**config.mk**
```make
export PLATFORM = sky130hd
export DESIGN_NAME = dma_chan_addr
export DESIGN_NICKNAME = d
export VERILOG_FILES = /design/src/rtl/dma_chan_pkg.sv /design/src/rtl/dma_chan_ctrl.sv /design/src/rtl/dma_chan_dp.sv /design/src/rtl/dma_chan_addr.sv
export SDC_FILE = /design/constraint.sdc
export NUM_CORES = 1
export LEC_CHECK = 0
export ABC_AREA = 1
export BUFFER_PORTS_ARGS = -buffer_cell sky130_fd_sc_hd__buf_2
export CORE_ASPECT_RATIO = 0.7
export CORE_MARGIN = 2
export CORE_UTILIZATION = 55
export CTS_BUF_LIST = sky130_fd_sc_hd__clkbuf_2
export DETAILED_ROUTE_END_ITERATION = 8
export PLACE_DENSITY = 0.86
export REMOVE_ABC_BUFFERS = 1
export SLEW_MARGIN = 20
export SYNTH_ARGS = -nofsm -noshare
export SYNTH_HDL_FRONTEND = slang
export SYNTH_SLANG_ARGS = --single-unit
```
**constraint.sdc**
```tcl
create_clock -name clk -period 5.2 [get_ports clk]
set_clock_uncertainty 0.15 [all_clocks]
set_input_delay 1.04 -clock clk [delete_from_list [all_inputs] [get_ports clk]]
set_output_delay 1.04 -clock clk [all_outputs]
set_load 0.01 [all_outputs]
```
**src/rtl/dma_chan_pkg.sv**
```systemverilog
package dma_chan_pkg;

  typedef enum logic [1:0] {
    SEL_PAGE  = 2'd0,
    SEL_ADDR  = 2'd1,
    SEL_COUNT = 2'd2,
    SEL_NONE  = 2'd3
  } regSel_e;

  // strobes from control to datapath
  typedef struct packed {
    logic loadPage;
    logic loadAddr;
    logic loadCount;
    logic step;
    logic reload;
  } dpCmd_t;

endpackage

```
**src/rtl/dma_chan_ctrl.sv**
```systemverilog
module dma_chan_ctrl
  import dma_chan_pkg::*;
(
  input  logic       clk,
  input  logic       rstN,
  input  logic       wrEn,
  input  logic [1:0] wrSel,
  input  logic       modeAuto,
  input  logic       maskClr,
  input  logic       xferStb,
  input  logic       countZero,
  output dpCmd_t     cmd,
  output logic       tcPulse,
  output logic       maskState
);

  regSel_e selDec;
  logic    reloadPend;
  logic    stepOk;

  assign selDec = regSel_e'(wrSel);

  // a strobe counts only when no write, no mask and no reload is pending
  assign stepOk  = xferStb && !wrEn && !maskState && !reloadPend;
  assign tcPulse = stepOk && countZero;

  always_comb begin
    cmd           = '0;
    cmd.loadPage  = wrEn && (selDec == SEL_PAGE);
    cmd.loadAddr  = wrEn && (selDec == SEL_ADDR);
    cmd.loadCount = wrEn && (selDec == SEL_COUNT);
    cmd.step      = stepOk;
    cmd.reload    = reloadPend;
  end

  always_ff @(posedge clk) begin
    if (!rstN) begin
      reloadPend <= 1'b0;
      maskState  <= 1'b1;
    end else begin
      reloadPend <= tcPulse && modeAuto;
      if (tcPulse && !modeAuto) begin
        maskState <= 1'b1;
      end else if (maskClr) begin
        maskState <= 1'b0;
      end
    end
  end

endmodule

```
**src/rtl/dma_chan_dp.sv**
```systemverilog
module dma_chan_dp
  import dma_chan_pkg::*;
#(
  parameter int PAGE_W = 8,
  parameter int ADDR_W = 16,
  parameter int CNT_W  = 16,
  parameter int WR_W   = 16
) (
  input  logic                     clk,
  input  logic                     rstN,
  input  dpCmd_t                   cmd,
  input  logic [WR_W-1:0]          wrData,
  input  logic                     modeWord,
  input  logic                     modeDown,
  output logic [PAGE_W+ADDR_W-1:0] busAddr,
  output logic [CNT_W-1:0]         curCount,
  output logic                     countZero
);

  localparam int OUT_W = PAGE_W + ADDR_W;

  logic [PAGE_W-1:0] basePage, curPage;
  logic [ADDR_W-1:0] baseAddr, curAddr;
  logic [CNT_W-1:0]  baseCount;
  logic [ADDR_W-1:0] nextAddr;
  logic [OUT_W-1:0]  byteAddr, wordAddr;

  assign countZero = (curCount == '0);
  assign nextAddr  = modeDown ? (curAddr - ADDR_W'(1)) : (curAddr + ADDR_W'(1));

  // base registers change only on writes
  always_ff @(posedge clk) begin
    if (!rstN) begin
      basePage  <= '0;
      baseAddr  <= '0;
      baseCount <= '0;
    end else begin
      if (cmd.loadPage)  basePage  <= wrData[PAGE_W-1:0];
      if (cmd.loadAddr)  baseAddr  <= wrData[ADDR_W-1:0];
      if (cmd.loadCount) baseCount <= wrData[CNT_W-1:0];
    end
  end

  // working registers: reload or step, then writes take precedence
  always_ff @(posedge clk) begin
    if (!rstN) begin
      curPage  <= '0;
      curAddr  <= '0;
      curCount <= '0;
    end else begin
      if (cmd.reload) begin
        curPage  <= basePage;
        curAddr  <= baseAddr;
        curCount <= baseCount;
      end else if (cmd.step) begin
        curAddr  <= nextAddr;
        curCount <= curCount - CNT_W'(1);
      end
      if (cmd.loadPage)  curPage  <= wrData[PAGE_W-1:0];
      if (cmd.loadAddr)  curAddr  <= wrData[ADDR_W-1:0];
      if (cmd.loadCount) curCount <= wrData[CNT_W-1:0];
    end
  end

  assign byteAddr = {curPage, curAddr};

  generate
    if (PAGE_W > 1) begin : gWordWide
      assign wordAddr = {curPage[PAGE_W-1:1], curAddr, 1'b0};
    end else begin : gWordNarrow
      assign wordAddr = {curAddr, 1'b0};
    end
  endgenerate

  assign busAddr = modeWord ? wordAddr : byteAddr;

endmodule

```
**src/rtl/dma_chan_addr.sv**
```systemverilog
module dma_chan_addr
  import dma_chan_pkg::*;
#(
  parameter int PAGE_W = 8,
  parameter int ADDR_W = 16,
  parameter int CNT_W  = 16
) (
  input  logic                     clk,
  input  logic                     rstN,
  input  logic                     wrEn,
  input  logic [1:0]               wrSel,
  input  logic [15:0]              wrData,
  input  logic                     modeWord,
  input  logic                     modeDown,
  input  logic                     modeAuto,
  input  logic                     maskClr,
  input  logic                     xferStb,
  output logic [PAGE_W+ADDR_W-1:0] busAddr,
  output logic [CNT_W-1:0]         curCount,
  output logic                     tc,
  output logic                     masked
);

  dpCmd_t cmd;
  logic   countZero;

  dma_chan_ctrl uCtrl (
    .clk       (clk),
    .rstN      (rstN),
    .wrEn      (wrEn),
    .wrSel     (wrSel),
    .modeAuto  (modeAuto),
    .maskClr   (maskClr),
    .xferStb   (xferStb),
    .countZero (countZero),
    .cmd       (cmd),
    .tcPulse   (tc),
    .maskState (masked)
  );

  dma_chan_dp #(
    .PAGE_W (PAGE_W),
    .ADDR_W (ADDR_W),
    .CNT_W  (CNT_W),
    .WR_W   (16)
  ) uDp (
    .clk       (clk),
    .rstN      (rstN),
    .cmd       (cmd),
    .wrData    (wrData),
    .modeWord  (modeWord),
    .modeDown  (modeDown),
    .busAddr   (busAddr),
    .curCount  (curCount),
    .countZero (countZero)
  );

endmodule

```
==> results of run 1 <==
[routing by layer]
layer / track usage / up-vias / wire [um] / share of wire
met2: 0.3510 / 171 / 4877 / 0.41
met5: 0 / - / 0 / 0
met4: 0.04710 / 0 / 129 / 0.011
met3: 0.06284 / 16 / 939 / 0.078
li1: - / 2497 / - / -
met1: 0.3802 / 2143 / 6085 / 0.51
[logic make-up after synthesis]
group / share of synthesized area
AOI/OAI and AO/OA: 0.1786
xor gates and xnor gates: 0.01582
adders and majority gates: 0.04421
buffers and inverters: 0.1181
DFF: 0.3296
muxes: 0.01658
and+or+nand+nor: 0.2972
[sequential cells by signal, summed over array words and instances, names as in the netlist]
name,flops
uDp.baseAddr,16
uDp.baseCount,16
uDp.curAddr,16
uDp.curCount,16
uDp.basePage,8
uDp.curPage,8
uCtrl.maskState,1
uCtrl.reloadPend,1
[synth_stat cells (3+ instances only)]
library cell	instances
a21oi_1	92
a21oi_2	4
a31oi_1	12
buf_2	8
buf_4	9
buf_6	3
clkbuf_1	13
dfxtp_1	82
ha_1	16
inv_1	95
inv_2	8
mux2i_1	6
nand2_1	182
nand2_2	5
nand3_1	35
nor2_1	81
nor2_2	5
nor2_4	11
nor3_1	5
o211ai_1	8
o21a_1	12
o21ai_0	32
or2_2	3
xnor2_1	5
xor2_1	4
[placed cells by master, fill, tap and decap left out, types with 9 or more instances in the layout]
master	instances
nand3_1	35
a31oi_1	12
o21a_1	12
dfxtp_1	82
buf_2	67
inv_1	95
nand2_1	182
o21ai_0	32
nor2_1	81
clkbuf_2	9
a21oi_1	92
nor2_4	11
ha_1	16
[layout make-up]
type / count / area share
Clock inverter: 7 / 0.008605
Inverter: 104 / 0.07256
Tap cell: 124 / 0.02884
Sequential cell: 82 / 0.3051
Multi-Input combinational cell: 531 / 0.5114
Timing Repair Buffer: 69 / 0.06512
Clock buffer: 9 / 0.008372
[through the flow]
step | std cells | utilization | hold WS (ps)
after floorplan | 717 | - | 287.8
after global placement | 910 | 0.5925 | 297.9
after detailed placement | 910 | 0.5925 | 302.2
after CTS | 926 | 0.6027 | 327.0
after global routing | 926 | 0.6027 | 345.3
final | 926 | 0.6027 | 324.1
[critical path, stage by stage, from the launching register on]
cell	delay, ps
dfxtp_1	1070
nor2_1	140
nand2_1	140
nor3_1	50
nand3_1	100
inv_1	50
buf_2	130
[report_power, final]
group          total, mW  switching, mW  internal (mW)
logic              0.349          0.219          0.130
registers          0.689         0.0286          0.661
clock network      0.287          0.227         0.0593
[final timing paths]
kind                                   end  cells after the start                     startpoint
min          uDp.baseCount[4]$_SDFFE_PN0P_                      2  uDp.baseCount[4]$_SDFFE_PN0P_
min reg2reg  uDp.baseCount[4]$_SDFFE_PN0P_                      2  uDp.baseCount[4]$_SDFFE_PN0P_
max reg2reg    uDp.curPage[5]$_SDFFE_PN0P_                      4    uCtrl.reloadPend$_SDFF_PN0_
max                                     tc                      6    uCtrl.reloadPend$_SDFF_PN0_
==> results.json, run 1 <==
{
  "coreArea_mm2": 0.008926,
  "rsz0062_at_grt": "false",
  "cp.arrival_ps": 2230,
  "routed_wl_mm": 12.03,
  "crit_required_ps": 4010,
  "r2r_slack_ps": 2200,
  "cts_max_level": 3,
  "fmax_mhz": 292.7,
  "grt_max_degree": 63,
  "netlist_instances": 752,
  "drv_cap": 0,
  "min_path_type": "register to register",
  "crit_type": "register to primary output",
  "ys_types": 37,
  "antenna_found_initial": 0,
  "drt_pass1_iterations": 5,
  "endpoint_kind": "primary output",
  "synth_seq_area_share": 0.3296,
  "first_global_vias": 4111,
  "grt_overflow": 0,
  "post_cts_buffers": 0,
  "nets": 840,
  "wl_per_cell_um": 12.99,
  "peakVddDrop_uv": 126.2,
  "vias_per_cell": 5.213,
  "num-fill-cells": 873,
  "antenna_cells": 0,
  "fin_area_mm2": 0.005380,
  "synthArstFlopShare": 0,
  "post_dp_cell_area_mm2": 0.005289,
  "drc": 0,
  "ys.flop_type": "dfxtp_1",
  "register_area_mm2": 0.001642,
  "cts_resized": 0,
  "yosys.area.top_type": "dfxtp_1",
  "cts-hold-fix-buffers": 0,
  "grt_usage": 0.2486,
  "drv_slew": 0,
  "final_hold_viol_count": 0,
  "port_buffers": 67,
  "dp_hpwl_mm": 8.870,
  "cts_tree": "built",
  "multi_input_area_mm2": 0.002751,
  "clkSlewWorstSetupHoldPaths_ps": 230,
  "cp-start-kind": "register",
  "die_x_um": 117.7,
  "status": "finished clean",
  "final_layout_size_suffix_gt1_frac": 0.1546,
  "clk_latency_ps": 540,
  "cp_max_fo": 25,
  "dpl_worst_slack_ps": 2042,
  "fin_crit_sh": 0.6571,
  "drt-initial-drc-count": 358,
  "cts_inserted_buffers": 9,
  "syn_area_per_cell_um2": 6.624,
  "grt_pass1_wl_mm": 20.25,
  "netlist_top_cells_area": "dfxtp_1, nand2_1, a21oi_1",
  "power_mw": 1.325,
  "initial_core_util": 0.5580,
  "row_count": 29,
  "synth_top_area_frac": 0.3296,
  "leakage_nw": 2.646,
  "clockBufferDepth": 2,
  "netlist_area_mm2": 0.004981,
  "gp_congestion": 0.8808,
  "vias": 4827,
  "worst_slew_pin_slew_ps": 1089,
  "area_growth_pct": 8.013,
  "cts.sink_count": 82,
  "synth-edff-count": 0,
  "die_area_mm2": 0.009846,
  "io-pin-count": 68,
  "ys_ff_latch": 82,
  "fin_crit_ps": 3417,
  "cts_root_buffer": "clkbuf_2",
  "detail-route-antenna-nets": 0,
  "relSlewSlack": 0.2740,
  "setup_viol": 0,
  "powerDensity_mw_per_mm2": 246.2,
  "setup_ws_ps": 1783,
  "yosys_warnings": 0,
  "tns_ps": 0,
  "die_y_um": 83.62
}
Note: power is estimated with default switching activity, not from simulation.
==> run 2, diff against run 1 <==
Settings changed: CORE_UTILIZATION 55 to 54, PLACE_DENSITY 0.86 to 0.88.
Clock period 5.2 ns to 2.8 ns, I/O delays scaled along.
==> run 2 against run 1 <==
Net effect: sequential power up 86%; flip-flop and latch count unchanged; clock power rose to 2.6 times the previous value; power up 100%; largest cell class unchanged.
==> results.json, run 2 (synthesis results as in run 1) <==
{
  "rsz0062_at_grt": "false",
  "leakage_nw": 2.736,
  "wl_per_cell_um": 13.32,
  "fmax_mhz": 383.1,
  "layout_commonest_cell": "nand2_1",
  "whs_path_depth": 3,
  "initial_core_util": 0.5535,
  "slowest_stage": "dfxtp_1",
  "drc": 0,
  "die_x_um": 118.8,
  "port_buffers": 67,
  "max_stage_delay_ps": 520,
  "cts_inserted_buffers": 9,
  "cts.sink_count": 82,
  "relSlewSlack": 0.5263,
  "crit_required_ps": 2090,
  "endpoint_kind": "primary output",
  "drv_cap": 0,
  "crit_path_cell_trace": "inv_1, ha_1, nand3_1, nor2_1, nand3_1, inv_1, buf_2",
  "row_count": 29,
  "grt_pass1_wl_mm": 20.29,
  "cp.arrival_ps": 1900,
  "crit_type": "register to primary output",
  "post_dp_cell_area_mm2": 0.005366,
  "die_y_um": 84.36,
  "vias": 4861,
  "fin_crit_sh": 0.9323,
  "register_area_mm2": 0.001642,
  "peakVddDrop_uv": 395.3,
  "min_path_type": "input pin to register",
  "dp_hpwl_mm": 9.289,
  "first_global_vias": 4240,
  "clockBufferDepth": 2,
  "r2r-end": "uDp.curPage[0]$_SDFFE_PN0P_",
  "setup_viol": 0,
  "drt_pass1_iterations": 5,
  "num-fill-cells": 835,
  "grt_max_degree": 50,
  "detail-route-antenna-nets": 0,
  "io-pin-count": 68,
  "cts_resized": 0,
  "clkSlewWorstSetupHoldPaths_ps": 230,
  "layout_common_cells": "nand2_1, inv_1, a21oi_1, dfxtp_1, nor2_1",
  "area_growth_pct": 10.93,
  "r2r_slack_ps": 310,
  "routed_wl_mm": 12.41,
  "antenna_found_initial": 0,
  "coreArea_mm2": 0.008999,
  "r2r_start": "uCtrl.reloadPend$_SDFF_PN0_",
  "die_area_mm2": 0.01002,
  "grt_usage": 0.2513,
  "fin_crit_ps": 2611,
  "multi_input_area_mm2": 0.002751,
  "antenna_cells": 0,
  "ff2ff_path_depth": 4,
  "gp_congestion": 0.9363,
  "drv_slew": 0,
  "cts_tree": "built",
  "cts_max_level": 3,
  "final_hold_viol_count": 0,
  "status": "finished clean",
  "min_from": "wrData[6]",
  "clk_latency_ps": 560,
  "fin_hold_ws_ps": 137.5,
  "nets": 849,
  "grt_overflow": 0,
  "power_mw": 2.701,
  "cp_max_fo": 6,
  "cts_root_buffer": "clkbuf_2",
  "min_to": "uDp.baseCount[6]$_SDFFE_PN0P_",
  "worst_slew_pin_slew_ps": 706.2,
  "tns_ps": 0,
  "powerDensity_mw_per_mm2": 488.9,
  "final_layout_size_suffix_gt1_frac": 0.1597,
  "drt-initial-drc-count": 548,
  "vias_per_cell": 5.216,
  "cp-start-kind": "register",
  "fin_area_mm2": 0.005525
}
[run 2: per-stage QoR]
step	setup WS, ps	util	instances
3_3_place_gp	398.6	0.5964	917
5_1_grt	54.49	0.6140	932
4_1_cts	211.6	0.6118	930
6_report	189.4	0.6140	932
3_5_place_dp	350.5	0.5964	917
2_1_floorplan	225.5	-	717
[run 2: power by group]
part / switching, mW / leakage (nW) / total [mW] / internal, mW
clock: 0.388 / 0.0814 / 0.756 / 0.368
sequential: 0.0537 / 0.668 / 1.28 / 1.23
combinational: 0.416 / 1.99 / 0.666 / 0.250
[run 2: how the worst max path moves through the flow]
stage,start,endpoint,slack (ps)
after floorplan,uCtrl.reloadPend$_SDFF_PN0_,uDp.curPage[0]$_SDFFE_PN0P_,230
after detailed placement,modeDown,uDp.curAddr[12]$_SDFFE_PN0P_,350
after global placement,modeDown,uDp.curAddr[13]$_SDFFE_PN0P_,400
after CTS,uDp.curCount[0]$_SDFFE_PN0P_,tc,210
after global routing,uDp.curCount[0]$_SDFFE_PN0P_,tc,50
final,uDp.curCount[0]$_SDFFE_PN0P_,tc,190
[run 2: timing repair]
item,in CTS,in global routing
setup buffers,0,0
hold buffers,0,2
setup endpoints to repair,0,0
endpoints found under the hold margin,0,2
[run 2: per-layer routing]
layer  share of wire  routed length [um]  GRT usage  up-vias
met5               0                   0          0        -
met1            0.51                6313     0.3800     2184
li1                -                   -          -     2507
met3           0.071                 878    0.06726       15
met4           0.011                 138    0.05087        0
met2            0.41                5083     0.3568      155
[run 2: worst max-delay path: cells and delay by family (launching register included)]
family,cells,cell delay [ps]
flip-flops,1,520
buffers and inverters,3,320
AND/OR/NAND/NOR,3,260
adder cells (fa/ha/maj),1,240
[run 2: layout make-up]
cell class,count,share of cell area
clock buffers,9,0.008152
inverters,104,0.07065
clock inverters,4,0.01698
well taps,124,0.02808
flip-flops and latches,82,0.2971
multi-input cells,531,0.4980
repair buffers,78,0.08107
==> run 3, diff against run 2 <==
Settings changed: PLACE_DENSITY 0.88 to default, PLACE_DENSITY_LB_ADDON from default to 0.05, SETUP_SLACK_MARGIN from default to 0.3.
==> run 3 against run 2 <==
Net effect: clock-buffer cell count is the same; worst setup slack improved by 150 ps; via count is 1.2% higher; global-route usage rose by 1.7 points; sequential power hardly changed; cell count rose by 1.4%; critical path depth is 1 higher; core utilization rose by 1.1 points; register-to-register slack improved by 500 ps; power is 4.0% lower; fmax grew 6.2%; critical path type unchanged; largest cell class unchanged.
==> results.json, run 3 (synthesis results as in run 1) <==
{
  "initial_core_util": 0.5535,
  "die_y_um": 84.36,
  "tns_ps": 0,
  "final_util": 0.6251,
  "fmax_mhz": 406.8,
  "layout_common_cells": "nand2_1, a21oi_1, inv_1, nor2_1, dfxtp_1",
  "coreArea_mm2": 0.008999,
  "final_layout_size_suffix_gt1_frac": 0.2010,
  "num-fill-cells": 897,
  "peakVddDrop_uv": 351.1,
  "post_dp_cell_area_mm2": 0.005349,
  "final_hold_viol_count": 0,
  "cts.sink_count": 82,
  "grt_pass1_wl_mm": 21.65,
  "grt_overflow": 0,
  "drt-initial-drc-count": 324,
  "wl_per_cell_um": 14.13,
  "powerDensity_mw_per_mm2": 461.1,
  "endpoint_kind": "primary output",
  "fin_area_mm2": 0.005625,
  "die_x_um": 118.8,
  "io-pin-count": 68,
  "crit_type": "register to primary output",
  "routed_wl_mm": 13.35,
  "r2r_start": "uDp.curAddr[3]$_SDFFE_PN0P_",
  "drv_slew": 0,
  "nets": 859,
  "antenna_cells": 0,
  "antenna_found_initial": 0,
  "min_path_type": "input pin to register",
  "power_mw": 2.594,
  "cts_max_level": 3,
  "clk_latency_ps": 580,
  "cp_max_fo": 4,
  "setup_viol": 0,
  "die_area_mm2": 0.01002,
  "row_count": 29,
  "drc": 0,
  "cts_root_buffer": "clkbuf_2",
  "global_route.usage.met1": 0.3995,
  "grt_usage": 0.2680,
  "relSlewSlack": 0.4379,
  "vias": 4918,
  "rsz0062_at_grt": "true",
  "fin_crit_ps": 2458,
  "worst_slew_pin_slew_ps": 843.2,
  "fin_hold_ws_ps": 79.04,
  "cts_tree": "built",
  "cp-start-kind": "register",
  "grt_most_used_layer": "met2",
  "clockBufferDepth": 2,
  "r2r_slack_ps": 810,
  "cp.arrival_ps": 1750,
  "use_met2": 0.4007,
  "first_global_vias": 4394,
  "vias_per_cell": 5.204,
  "min_from": "maskClr",
  "leakage_nw": 2.772,
  "fin_crit_sh": 0.8778,
  "use_met3": 0.05367,
  "area_growth_pct": 12.94,
  "drt_pass1_iterations": 5,
  "port_buffers": 67,
  "detail-route-antenna-nets": 0,
  "gp_congestion": 0.9707,
  "grt_max_degree": 63,
  "cts_inserted_buffers": 9,
  "clkSlewWorstSetupHoldPaths_ps": 240,
  "status": "finished clean",
  "drv_cap": 0,
  "crit_required_ps": 2090,
  "dp_hpwl_mm": 9.886,
  "layout_commonest_cell": "nand2_1",
  "crit_start": "uDp.curCount[8]$_SDFFE_PN0P_"
}
-- run 3: changes by cell type in the layout (fill, tap and decap cells not counted), moves of 2 or more --
cell        previous run  this run
inv_2                  8        11
inv_6                  0         3
buf_12                 2         0
clkinvlp_4             0         2
nor2_4                11        13
inv_1                 95        91
dfxtp_4                0         9
bufinv_16              3         0
buf_4                  7        20
dfxtp_2                0         3
dfxtp_1               82        70
-- run 3: worst max-delay path, stage by stage, from the launching register on --
cell and delay (ps):
dfxtp_4 410, nor2_4 110, inv_1 70, nor2_2 110
inv_1 70, nor2_2 110, nand3_2 110, inv_1 70
buf_2 120
-- run 3: final cells by class --
class	count	area, um^2	area share
flip-flops and latches	82	1679	0.2985
repair buffers	88	495.5	0.08808
well taps	124	155.1	0.02758
inverters	104	391.6	0.06962
clock buffers	9	45.04	0.008007
multi-input cells	531	2798	0.4973
clock inverters	7	61.31	0.01090
-- run 3: stage by stage --
| stage | instances | setup WS (ps) |
|---|---|---|
| 6_report | 945 | 342.0 |
| 5_1_grt | 945 | 234.7 |
| 3_3_place_gp | 918 | 344.7 |
| 4_1_cts | 941 | 310.2 |
| 2_1_floorplan | 717 | 225.5 |
| 3_5_place_dp | 918 | 252.1 |
-- run 3: what timing repair did --
| item | CTS | global route |
|---|---|---|
| pin swaps | 3 | 5 |
| endpoints found under the setup margin | 1 | 1 |
| setup buffers | 7 | 3 |
| hold buffers | 0 | 1 |
| hold endpoints to repair | 0 | 1 |
| gates resized for setup | 19 | 16 |
-- run 3: per-layer routing --
layer  share of wire  up-vias
met5               0        -
met4          0.0089        0
met3           0.069       11
met2            0.43      152
met1            0.49     2222
li1                -     2533
-- run 3: final timing paths --
kind | cells after the start | to
worst max-delay path | 8 | tc
worst min-delay path | 2 | uCtrl.maskState$_SDFFE_PP1P_
worst max register to register | 10 | uDp.curAddr[14]$_SDFFE_PN0P_
worst min register to register | 2 | uDp.baseAddr[3]$_SDFFE_PN0P_
-- run 3: report_power, final --
group | internal [mW] | total (mW) | leakage, nW | switching [mW]
logic | 0.272 | 0.711 | 2.03 | 0.440
clock network | 0.135 | 0.608 | 0.0614 | 0.473
registers | 1.23 | 1.28 | 0.676 | 0.0491
